<file path="config.mk">
export PLATFORM = sky130hd
export DESIGN_NAME = busmap_sar_adc
export DESIGN_NICKNAME = d
export VERILOG_FILES = /design/src/rtl/adcb_pkg.sv /design/src/rtl/adcb_strobe_sync.sv /design/src/rtl/adcb_tick_gen.sv /design/src/rtl/adcb_sar.sv /design/src/rtl/busmap_sar_adc.sv
export SDC_FILE = /design/constraint.sdc
export NUM_CORES = 1
export LEC_CHECK = 0
export ABC_AREA = 0
export CORE_AREA = 2 2 61 63
export CTS_BUF_LIST = sky130_fd_sc_hd__clkbuf_2 sky130_fd_sc_hd__clkbuf_4 sky130_fd_sc_hd__clkbuf_8
export CTS_CLUSTER_DIAMETER = 200
export CTS_CLUSTER_SIZE = 10
export DETAILED_ROUTE_END_ITERATION = 6
export DIE_AREA = 0 0 63 65
export PLACE_DENSITY = 0.75
export RECOVER_POWER = 25
export SLEW_MARGIN = 20
export SYNTH_ARGS = -nofsm -noshare
export SYNTH_HDL_FRONTEND = slang
export SYNTH_SLANG_ARGS = --single-unit
export TNS_END_PERCENT = 20
</file>
<file path="constraint.sdc">
create_clock -name clk_i -period 2.4 [get_ports clk_i]
set_input_delay 0.36 -clock clk_i [delete_from_list [all_inputs] [get_ports clk_i]]
set_output_delay 0.36 -clock clk_i [all_outputs]
set_load 0.05 [all_outputs]
</file>
<file path="src/rtl/adcb_pkg.sv">
package adcb_pkg;
  typedef enum logic [1:0] {ST_IDLE, ST_CONV, ST_DONE} adc_state_e;
endpackage

</file>
<file path="src/rtl/adcb_strobe_sync.sv">
module adcb_strobe_sync #(
  parameter int STAGES = 2
) (
  input  logic clk_i,
  input  logic rst_ni,
  input  logic cs_ni,
  input  logic rd_ni,
  output logic cs_n_o,
  output logic rd_n_o,
  output logic rd_rise_o
);
  logic [1:0] pipe_q [STAGES];
  logic       rd_last_q;

  for (genvar g = 0; g < STAGES; g++) begin : g_stage
    if (g == 0) begin : g_first
      always_ff @(posedge clk_i or negedge rst_ni)
        if (!rst_ni) pipe_q[g] <= 2'b11;
        else         pipe_q[g] <= {cs_ni, rd_ni};
    end else begin : g_next
      always_ff @(posedge clk_i or negedge rst_ni)
        if (!rst_ni) pipe_q[g] <= 2'b11;
        else         pipe_q[g] <= pipe_q[g-1];
    end
  end

  always_ff @(posedge clk_i or negedge rst_ni)
    if (!rst_ni) rd_last_q <= 1'b1;
    else         rd_last_q <= pipe_q[STAGES-1][0];

  assign cs_n_o    = pipe_q[STAGES-1][1];
  assign rd_n_o    = pipe_q[STAGES-1][0];
  assign rd_rise_o = rd_n_o & ~rd_last_q;

  assert_rise_single_R6: assert property (@(posedge clk_i) disable iff (!rst_ni)
    rd_rise_o |=> !rd_rise_o);
endmodule

</file>
<file path="src/rtl/adcb_tick_gen.sv">
module adcb_tick_gen #(
  parameter int DIV = 4
) (
  input  logic clk_i,
  input  logic rst_ni,
  input  logic en_i,
  output logic tick_o
);
  localparam int CW = (DIV > 2) ? $clog2(DIV) : 1;
  logic [CW-1:0] cnt_q;

  // counter held at zero while gated: first decision lands DIV cycles after start
  always_ff @(posedge clk_i or negedge rst_ni)
    if (!rst_ni)                   cnt_q <= '0;
    else if (!en_i)                cnt_q <= '0;
    else if (cnt_q == CW'(DIV-1))  cnt_q <= '0;
    else                           cnt_q <= cnt_q + 1'b1;

  assign tick_o = en_i && (cnt_q == CW'(DIV-1));

  assert_tick_spacing_R2: assert property (@(posedge clk_i) disable iff (!rst_ni)
    tick_o |=> !tick_o);
endmodule

</file>
<file path="src/rtl/adcb_sar.sv">
module adcb_sar #(
  parameter int DW = 8
) (
  input  logic          clk_i,
  input  logic          rst_ni,
  input  logic          start_i,
  input  logic          tick_i,
  input  logic          clr_i,
  input  logic          cmp_i,
  output logic [DW-1:0] code_o,
  output logic [DW-1:0] dec_o,
  output logic          last_o
);
  localparam logic [DW-1:0] MSB = {1'b1, {(DW-1){1'b0}}};
  logic [DW-1:0] code_q, mask_q;

  // decision on the bit under trial: drop it if the DAC overshoots
  assign dec_o  = cmp_i ? (code_q & ~mask_q) : code_q;
  assign code_o = code_q;
  assign last_o = mask_q[0];

  always_ff @(posedge clk_i or negedge rst_ni)
    if (!rst_ni) begin
      code_q <= '0;
      mask_q <= '0;
    end else if (clr_i) begin
      code_q <= '0;
      mask_q <= '0;
    end else if (start_i) begin
      code_q <= MSB;
      mask_q <= MSB;
    end else if (tick_i) begin
      code_q <= dec_o | (mask_q >> 1);
      mask_q <= mask_q >> 1;
    end

  assert_one_trial_R3: assert property (@(posedge clk_i) disable iff (!rst_ni)
    tick_i |-> ($countones(mask_q) == 1));
endmodule

</file>
<file path="src/rtl/busmap_sar_adc.sv">
module busmap_sar_adc
  import adcb_pkg::*;
#(
  parameter int DW          = 8,
  parameter int DIV         = 4,
  parameter int SYNC_STAGES = 2
) (
  input  logic          clk_i,
  input  logic          rst_ni,
  input  logic          cs_ni,
  input  logic          rd_ni,
  input  logic          cmp_i,
  output logic [DW-1:0] dac_code_o,
  output logic          busy_no,
  output logic [DW-1:0] data_o,
  output logic          data_oe_o,
  output logic          conv_err_o
);
  adc_state_e    state_q, state_d;
  logic          cs_n_s, rd_n_s, rd_rise;
  logic          tick, last, start, done;
  logic [DW-1:0] dec, result_q;
  logic          err_q;

  adcb_strobe_sync #(.STAGES(SYNC_STAGES)) i_sync (
    .clk_i, .rst_ni, .cs_ni, .rd_ni,
    .cs_n_o(cs_n_s), .rd_n_o(rd_n_s), .rd_rise_o(rd_rise)
  );

  adcb_tick_gen #(.DIV(DIV)) i_tick (
    .clk_i, .rst_ni, .en_i(state_q == ST_CONV), .tick_o(tick)
  );

  adcb_sar #(.DW(DW)) i_sar (
    .clk_i, .rst_ni, .start_i(start), .tick_i(tick), .clr_i(rd_rise),
    .cmp_i, .code_o(dac_code_o), .dec_o(dec), .last_o(last)
  );

  assign start = (state_q == ST_IDLE) && !cs_n_s && !rd_rise;
  assign done  = tick && last;

  // read release outranks everything: reset, abort, deselect
  always_comb begin
    state_d = state_q;
    if (rd_rise) state_d = ST_IDLE;
    else begin
      unique case (state_q)
        ST_IDLE: if (start) state_d = ST_CONV;
        ST_CONV: if (done)  state_d = ST_DONE;
        default: state_d = state_q;
      endcase
    end
  end

  always_ff @(posedge clk_i or negedge rst_ni)
    if (!rst_ni) begin
      state_q  <= ST_IDLE;
      result_q <= '0;
      err_q    <= 1'b0;
    end else begin
      state_q <= state_d;
      if (rd_rise)   result_q <= '0;
      else if (done) result_q <= dec;
      if (start)                              err_q <= 1'b0;
      else if (rd_rise && state_q == ST_CONV) err_q <= 1'b1;
    end

  assign busy_no    = (state_q != ST_CONV);
  assign data_oe_o  = (state_q == ST_DONE) && !cs_n_s && !rd_n_s;
  assign data_o     = data_oe_o ? result_q : '0;
  assign conv_err_o = err_q;

  assert_oe_not_busy_R5: assert property (@(posedge clk_i) disable iff (!rst_ni)
    data_oe_o |-> busy_no);
  assert_release_drops_oe_R6: assert property (@(posedge clk_i) disable iff (!rst_ni)
    rd_rise |=> !data_oe_o);
  assert_err_from_conv_R7: assert property (@(posedge clk_i) disable iff (!rst_ni)
    $rose(conv_err_o) |-> $past(!busy_no));
  assert_done_holds_R10: assert property (@(posedge clk_i) disable iff (!rst_ni)
    (state_q == ST_DONE && !rd_rise) |=> busy_no);
endmodule

</file>
==> results of run 1 <==
placed cells by master (no fill, tap or decap), types with 2 or more instances in the layout:
cell,Yosys,final
nand2_1,30,30
dfrtp_1,29,29
a21oi_1,15,15
clkdlybuf4s50_1,0,11
buf_4,0,11
a21oi_2,9,9
and2_1,8,8
inv_1,8,8
o21ai_0,8,8
nand3_1,7,7
clkbuf_4,0,6
nor2_1,4,4
dfstp_2,5,4
dlygate4sd3_1,0,3
nand2b_1,2,2
nand4b_1,2,2
nand3b_1,2,2
worst max-delay path by stage:
stage	start	end	slack, ns
2_1_floorplan	state_q[0]	data_o[0]	0.24
3_3_place_gp	state_q[0]	busy_no	0.60
3_5_place_dp	state_q[0]	busy_no	0.57
4_1_cts	state_q[0]	busy_no	0.18
5_1_grt	state_q[1]	busy_no	0.12
6_report	state_q[0]	busy_no	0.19
final cells by class:
| cell class | count | area (µm²) | area share (%) |
|---|---|---|---|
| flip-flops and latches | 34 | 857.1 | 47.77 |
| multi-input cells | 98 | 555.5 | 30.96 |
| repair buffers | 26 | 227.7 | 12.69 |
| well taps | 48 | 60.06 | 3.347 |
| clock buffers | 7 | 58.81 | 3.278 |
| inverters | 8 | 30.03 | 1.674 |
| clock inverters | 1 | 5.005 | 0.2789 |
power by group through the flow:
stage | Clock (W) | Combinational [W] | Sequential, W
after global routing | 0.000367 | 0.000168 | 0.000636
after detailed placement | 0 | 0.000156 | 0.000642
final | 0.000340 | 0.000154 | 0.000631
after global placement | 0 | 0.000152 | 0.000639
after CTS | 0.000347 | 0.000157 | 0.000631
after floorplan | 0 | 0.0000919 | 0.000660
flip-flops by register name, indices dropped and copies added (netlist names):
signal            cells
i_sync.pipe_q         2
i_sync.cs_n_o         1
i_sar.mask_q          8
conv_err_o            1
i_sync.rd_last_q      1
result_q              8
i_tick.cnt_q          2
state_q               2
i_sar.code_o          8
i_sync.rd_n_o         1
logic make-up after synthesis:
logic type / Yosys count / synth area share (%)
AOI/OAI and AO/OA: 34 / 13.94
adders and majority gates: 1 / 0.8346
buffers and inverters: 15 / 5.759
DFF: 34 / 57.18
and+or+nand+nor: 63 / 22.29
through the flow:
stage	power [W]	hold WS (ns)
4_1_cts	0.001134	0.3619
2_1_floorplan	0.0007515	0.06441
5_1_grt	0.001172	0.3710
6_report	0.001125	0.3656
3_3_place_gp	0.0007908	0.3459
3_5_place_dp	0.0007978	0.3476
routing by layer:
| layer | part of all wire (%) | track usage [%] | vias up |
|---|---|---|---|
| li1 | - | - | 542 |
| met1 | 43 | 18.77 | 546 |
| met2 | 50 | 28.32 | 24 |
| met3 | 4.9 | 5.556 | 5 |
| met4 | 2.2 | 8.056 | 0 |
| met5 | 0 | 0 | - |
==> impl_metrics.csv, run 1 <==
group,metric,value,unit
sta,finalSetupViolations,0,
power_and_ir_drop,pwr-share-clk,30.3,%
finish,final-instance-count-excl-fill,222,
power_and_ir_drop,leakage,0.7400,nW
clocking,h-tree-depth,2,
clocking,cts_buffers,5,
floorplan,io_pins,24,
sta,finalClockSkew,0.007898,ns
clocking,cts_tree,"built",
sta,clock.fmax,451.8,MHz
sta,relSlewSlack,44.79,%
critical_path,critical_path_class,"flop to output pin",
floorplan,rows,22,
clocking,cts-resized-gates,0,
synthesis,syn_inst,147,
synthesis,ys_ff_latch,34,
worst_hold_path,hold_end,"i_sync.cs_n_o",
floorplan,design.core.area,3496,µm²
synthesis,synth.cell_area,1499,µm²
worst_hold_path,holdCritStartpoint,"i_sync.pipe_q[3]",
sta,hold_violations,0,
synthesis,synth_top_cell_by_area,"dfrtp_1",
synthesis,synth-seq-area-share,57.18,%
sta,slew_violations,0,
clocking,cts-hold-fix-buffers,0,
status,status,"finished clean",
finish,final_util,51.32,%
global_routing,grt_max_degree,35,
global_routing,grt_pass1_wl,5.078,mm
synthesis,synth_area_leaders,"dfrtp_1, dfstp_2, nand2_1, a21oi_2, a21oi_1",
power_and_ir_drop,intPower,0.0008063,W
job,maxCapViolCount,0,
critical_path,crit_chain,"nand2b_1, clkdlybuf4s50_1",
critical_path,path_delay_family,"buffers and inverters",
placed_design,place_ws,0.5710,ns
floorplan,dieArea,4095,µm²
floorplan,initial_core_util,42.88,%
critical_path,cp-end-kind,"output pin",
sta,fin_crit,2.214,ns
sta,rsz0062_at_grt,"no",
synthesis,synth_common_cells,"nand2_1, dfrtp_1, a21oi_1",
finish,stdcell_area,1794,µm²
critical_path,cp.depth,2,
placed_design,gp_congestion,0.7449,
finish,nFillCells,331,
worst_hold_path,min_path_type,"flop to flop",
finish,fin_nets,179,
power_and_ir_drop,power.switching,0.0003184,W
clocking,cts_buffer_depth,2,
power_and_ir_drop,seq_power_share,56.1,%
global_routing,first_global_vias,1132,
finish,syn2layout_area_growth,19.70,%
synthesis,synth_most_common_cell,"nand2_1",
clocking,clock_sinks,34,
synthesis,ys_types,28,
synthesis,synth_edf_count,0,
synthesis,ys.flop_type,"dfrtp_1",
critical_path,cp_num_buf_inv,1,
route,avgRoutedWirePerCell,13.50,µm
critical_path,arrival,1.85,ns
global_routing,gr-total-overflow,0,
clocking,clkTransAtPathRegs,0.10,ns
finish,antennaDiodeCount,0,
critical_path,required,2.04,ns
critical_path,worstReg2RegEnd,"i_sar.code_o[5]",
route,drtIter0Drc,42,
global_routing,grtUsageTotal,16.64,%
clocking,root_buffer,"clkbuf_4",
critical_path,critical_path.max_stage_delay,0.82,ns
route,firstDrtPassIters,4,
synthesis,synth_fp_nets,153,
floorplan,die_h,65,µm
power_and_ir_drop,p_sw_share,28.31,%
placed_design,postPlaceCellArea,1733,µm²
power_and_ir_drop,ir_worst_vdd,0.3418,mV
floorplan,die_x,63,µm
clocking,insertion_delay,0.34,ns
route,ant_nets,0,
critical_path,cp_slowest_cell,"clkdlybuf4s50_1",
placed_design,dp_hpwl,2.040,mm
synthesis,synthArstFlopShare,100.0,%
critical_path,crit_path_start_kind,"flop",
power_and_ir_drop,cellPowerDensity,626.9,nW/µm²
route,drt_wl_total,2.997,mm
route,viasPerCell,5.032,
finish,layout-drive-gt1-share,20.69,%
route,vias,1117,
critical_path,reg2reg_depth,4,
global_routing,antenna_found_initial,0,
sta,tns,0,ns
route,drc,0,
synthesis,yosysTopAreaCellShare,48.41,%
synthesis,avgSynthCellArea,10.20,µm²
worst_hold_path,min_path_cells,0,
power_and_ir_drop,comb_power_share,13.6,%
placed_design,portBuffers,23,
sta,period_share,92.23,%
placed_design,dpl.cell_count,214,
synthesis,yosysWarnings,0,
critical_path,critical_path.max_fanout,9,
critical_path,r2r_start,"i_sync.rd_n_o",
critical_path,rrSetupSlack,0.60,ns
sta,worst-slew-pin-transition,0.8282,ns
sta,finalWorstSetupSlack,0.1864,ns
clocking,cts_setup_buffers,0,
(Power assumes the default switching activity.)
==> run 2, diff against run 1 <==
- GPL_TIMING_DRIVEN: not set -> 0
- clock period: 2.4 -> 2.2 ns (I/O delays scaled with it)
==> run 2 against run 1 <==
Sequential share of layout area down 0.17 points. Sequential power is 7.6% higher. Sequential cell count unchanged. Clock skew up 0.0068 ns. Design area up 0.35%. Critical endpoint is now data_o[5]. Die area did not move. Worst hold slack worse by 0.046 ns. Global-route usage fell by 0.87 points. Cell count grew 1.4%. The flow now finishes with violations (capacitance limit, slew limit). Largest power group unchanged. Combinational power is 23% higher.
==> impl_metrics.csv, run 2 (synthesis results as in run 1) <==
group,metric,value,unit
finish,final_util,51.50,%
clocking,cts_tree,"built",
sta,fin_crit,2.054,ns
worst_hold_path,min_path_cells,2,
critical_path,cp_slowest_cell,"nor4b_4",
sta,clock.fmax,486.9,MHz
critical_path,r2r_start,"i_tick.cnt_q[0]",
route,drt_wl_total,2.898,mm
finish,nFillCells,328,
finish,final_cell_mix,"nand2_1, dfrtp_1, a21oi_1, buf_2",
sta,finalClockSkew,0.01468,ns
power_and_ir_drop,ir_worst_vdd,0.2938,mV
critical_path,cp-end-kind,"output pin",
sta,relSlewSlack,-16.84,%
sta,hold_violations,0,
clocking,cts_buffers,5,
critical_path,worstReg2RegEnd,"i_sar.code_o[1]",
sta,period_share,93.35,%
critical_path,arrival,1.72,ns
job,maxCapViolCount,1,
clocking,clkTransAtPathRegs,0.09,ns
clocking,cts_buffer_depth,2,
finish,antennaDiodeCount,0,
worst_hold_path,min_path_type,"primary input to flop",
global_routing,grtUsageTotal,15.77,%
critical_path,crit_path_start_kind,"flop",
finish,final-instance-count-excl-fill,225,
clocking,root_buffer,"clkbuf_4",
critical_path,critical_path_class,"flop to output pin",
route,firstDrtPassIters,4,
global_routing,first_global_vias,1097,
clocking,clock_sinks,34,
placed_design,dpl.cell_count,217,
sta,finalSetupViolations,0,
power_and_ir_drop,cellPowerDensity,689.6,nW/µm²
sta,finalWorstSetupSlack,0.1462,ns
critical_path,required,1.87,ns
floorplan,die_x,63,µm
status,violations,"capacitance limit, slew limit",
floorplan,initial_core_util,42.88,%
finish,mostFrequentLayoutCell,"nand2_1",
critical_path,crit_chain,"buf_6, nor4b_4, and2_1, buf_2",
placed_design,dp_hpwl,2.027,mm
route,vias,1094,
route,drc,0,
power_and_ir_drop,leakage,0.7624,nW
placed_design,place_ws,-0.09036,ns
floorplan,dieArea,4095,µm²
clocking,cts_setup_buffers,0,
floorplan,rows,22,
floorplan,io_pins,24,
critical_path,critical_path.max_stage_delay,0.44,ns
worst_hold_path,hold_end,"i_sar.code_o[7]",
global_routing,grt_max_degree,35,
route,drtIter0Drc,30,
status,status,"finished with violations",
global_routing,gr-total-overflow,0,
sta,rsz0062_at_grt,"no",
route,ant_nets,0,
finish,layout-drive-gt1-share,22.03,%
clocking,insertion_delay,0.34,ns
worst_hold_path,holdCritStartpoint,"cmp_i",
floorplan,die_h,65,µm
critical_path,cp_num_buf_inv,2,
clocking,h-tree-depth,2,
placed_design,gp_congestion,0.7610,
global_routing,grt_pass1_wl,4.912,mm
clocking,cts-hold-fix-buffers,0,
route,avgRoutedWirePerCell,12.88,µm
critical_path,rrSetupSlack,0.77,ns
critical_path,critPathLaunch,"state_q[0]",
floorplan,design.core.area,3496,µm²
finish,fin_nets,182,
sta,worst-slew-pin-transition,1.753,ns
global_routing,antenna_found_initial,0,
critical_path,path_delay_family,"simple AND/OR/NAND/NOR gates",
route,viasPerCell,4.862,
finish,syn2layout_area_growth,20.12,%
placed_design,portBuffers,22,
critical_path,critical_path.max_fanout,9,
critical_path,reg2reg_depth,4,
sta,slew_violations,35,
## run 2: per-layer routing
metal  wire length (µm)  global-route usage [%]  vias to the layer above
li1                   -                       -                      545
met5                  0                       0                        -
met4                 48                   8.056                        0
met3                138                   4.514                        4
met1               1296                   18.31                      519
met2               1415                   26.60                       26
## run 2: through the flow
stage / instance area (µm²) / power [W] / hold WS (ns) / setup TNS, ns
floorplan: 1499 / 0.0008198 / 0.03441 / 0
global placement: 1779 / 0.0008792 / 0.3460 / -0.4941
detailed placement: 1774 / 0.0008864 / 0.3497 / -0.6746
CTS: 1799 / 0.001252 / 0.06619 / 0
global route: 1800 / 0.001295 / 0.3229 / 0
finish: 1800 / 0.001242 / 0.3201 / 0
## run 2: what timing repair did
| action | CTS | global route |
|---|---|---|
| setup endpoints to repair | 9 | 1 |
| hold endpoints to repair | 0 | 0 |
| resized for setup | 43 | 1 |
| pin swaps | 1 | 0 |
## run 2: how the worst max path moves through the flow
stage	end	slack, ns	cells past startpoint
3_3_place_gp	data_o[5]	-0.07	4
4_1_cts	busy_no	0.02	2
2_1_floorplan	data_o[0]	0.07	3
3_5_place_dp	data_o[5]	-0.09	4
5_1_grt	data_o[5]	0.02	4
6_report	data_o[5]	0.15	4
## run 2: where the power goes
group / internal [W] / switching, W
sequential: 0.000660 / 0.0000198
combinational: 0.0000651 / 0.000125
clock: 0.000167 / 0.000205
## run 2: worst reg2reg max path: stages (launching register included)
cell and delay [ns]:
dfrtp_1 0.36, ha_1 0.27, nand4b_1 0.30, o21ai_0 0.31
a21oi_2 0.08
## run 2: final cells by class
cell class | instances | area [µm²] | share of cell area [%]
Tap cell | 48 | 60.06 | 3.336
Timing Repair Buffer | 22 | 177.7 | 9.868
Sequential cell | 34 | 857.1 | 47.60
Inverter | 8 | 30.03 | 1.668
Buffer | 7 | 56.30 | 3.127
Multi-Input combinational cell | 98 | 555.5 | 30.85
Clock inverter | 1 | 5.005 | 0.2780
Clock buffer | 7 | 58.81 | 3.266
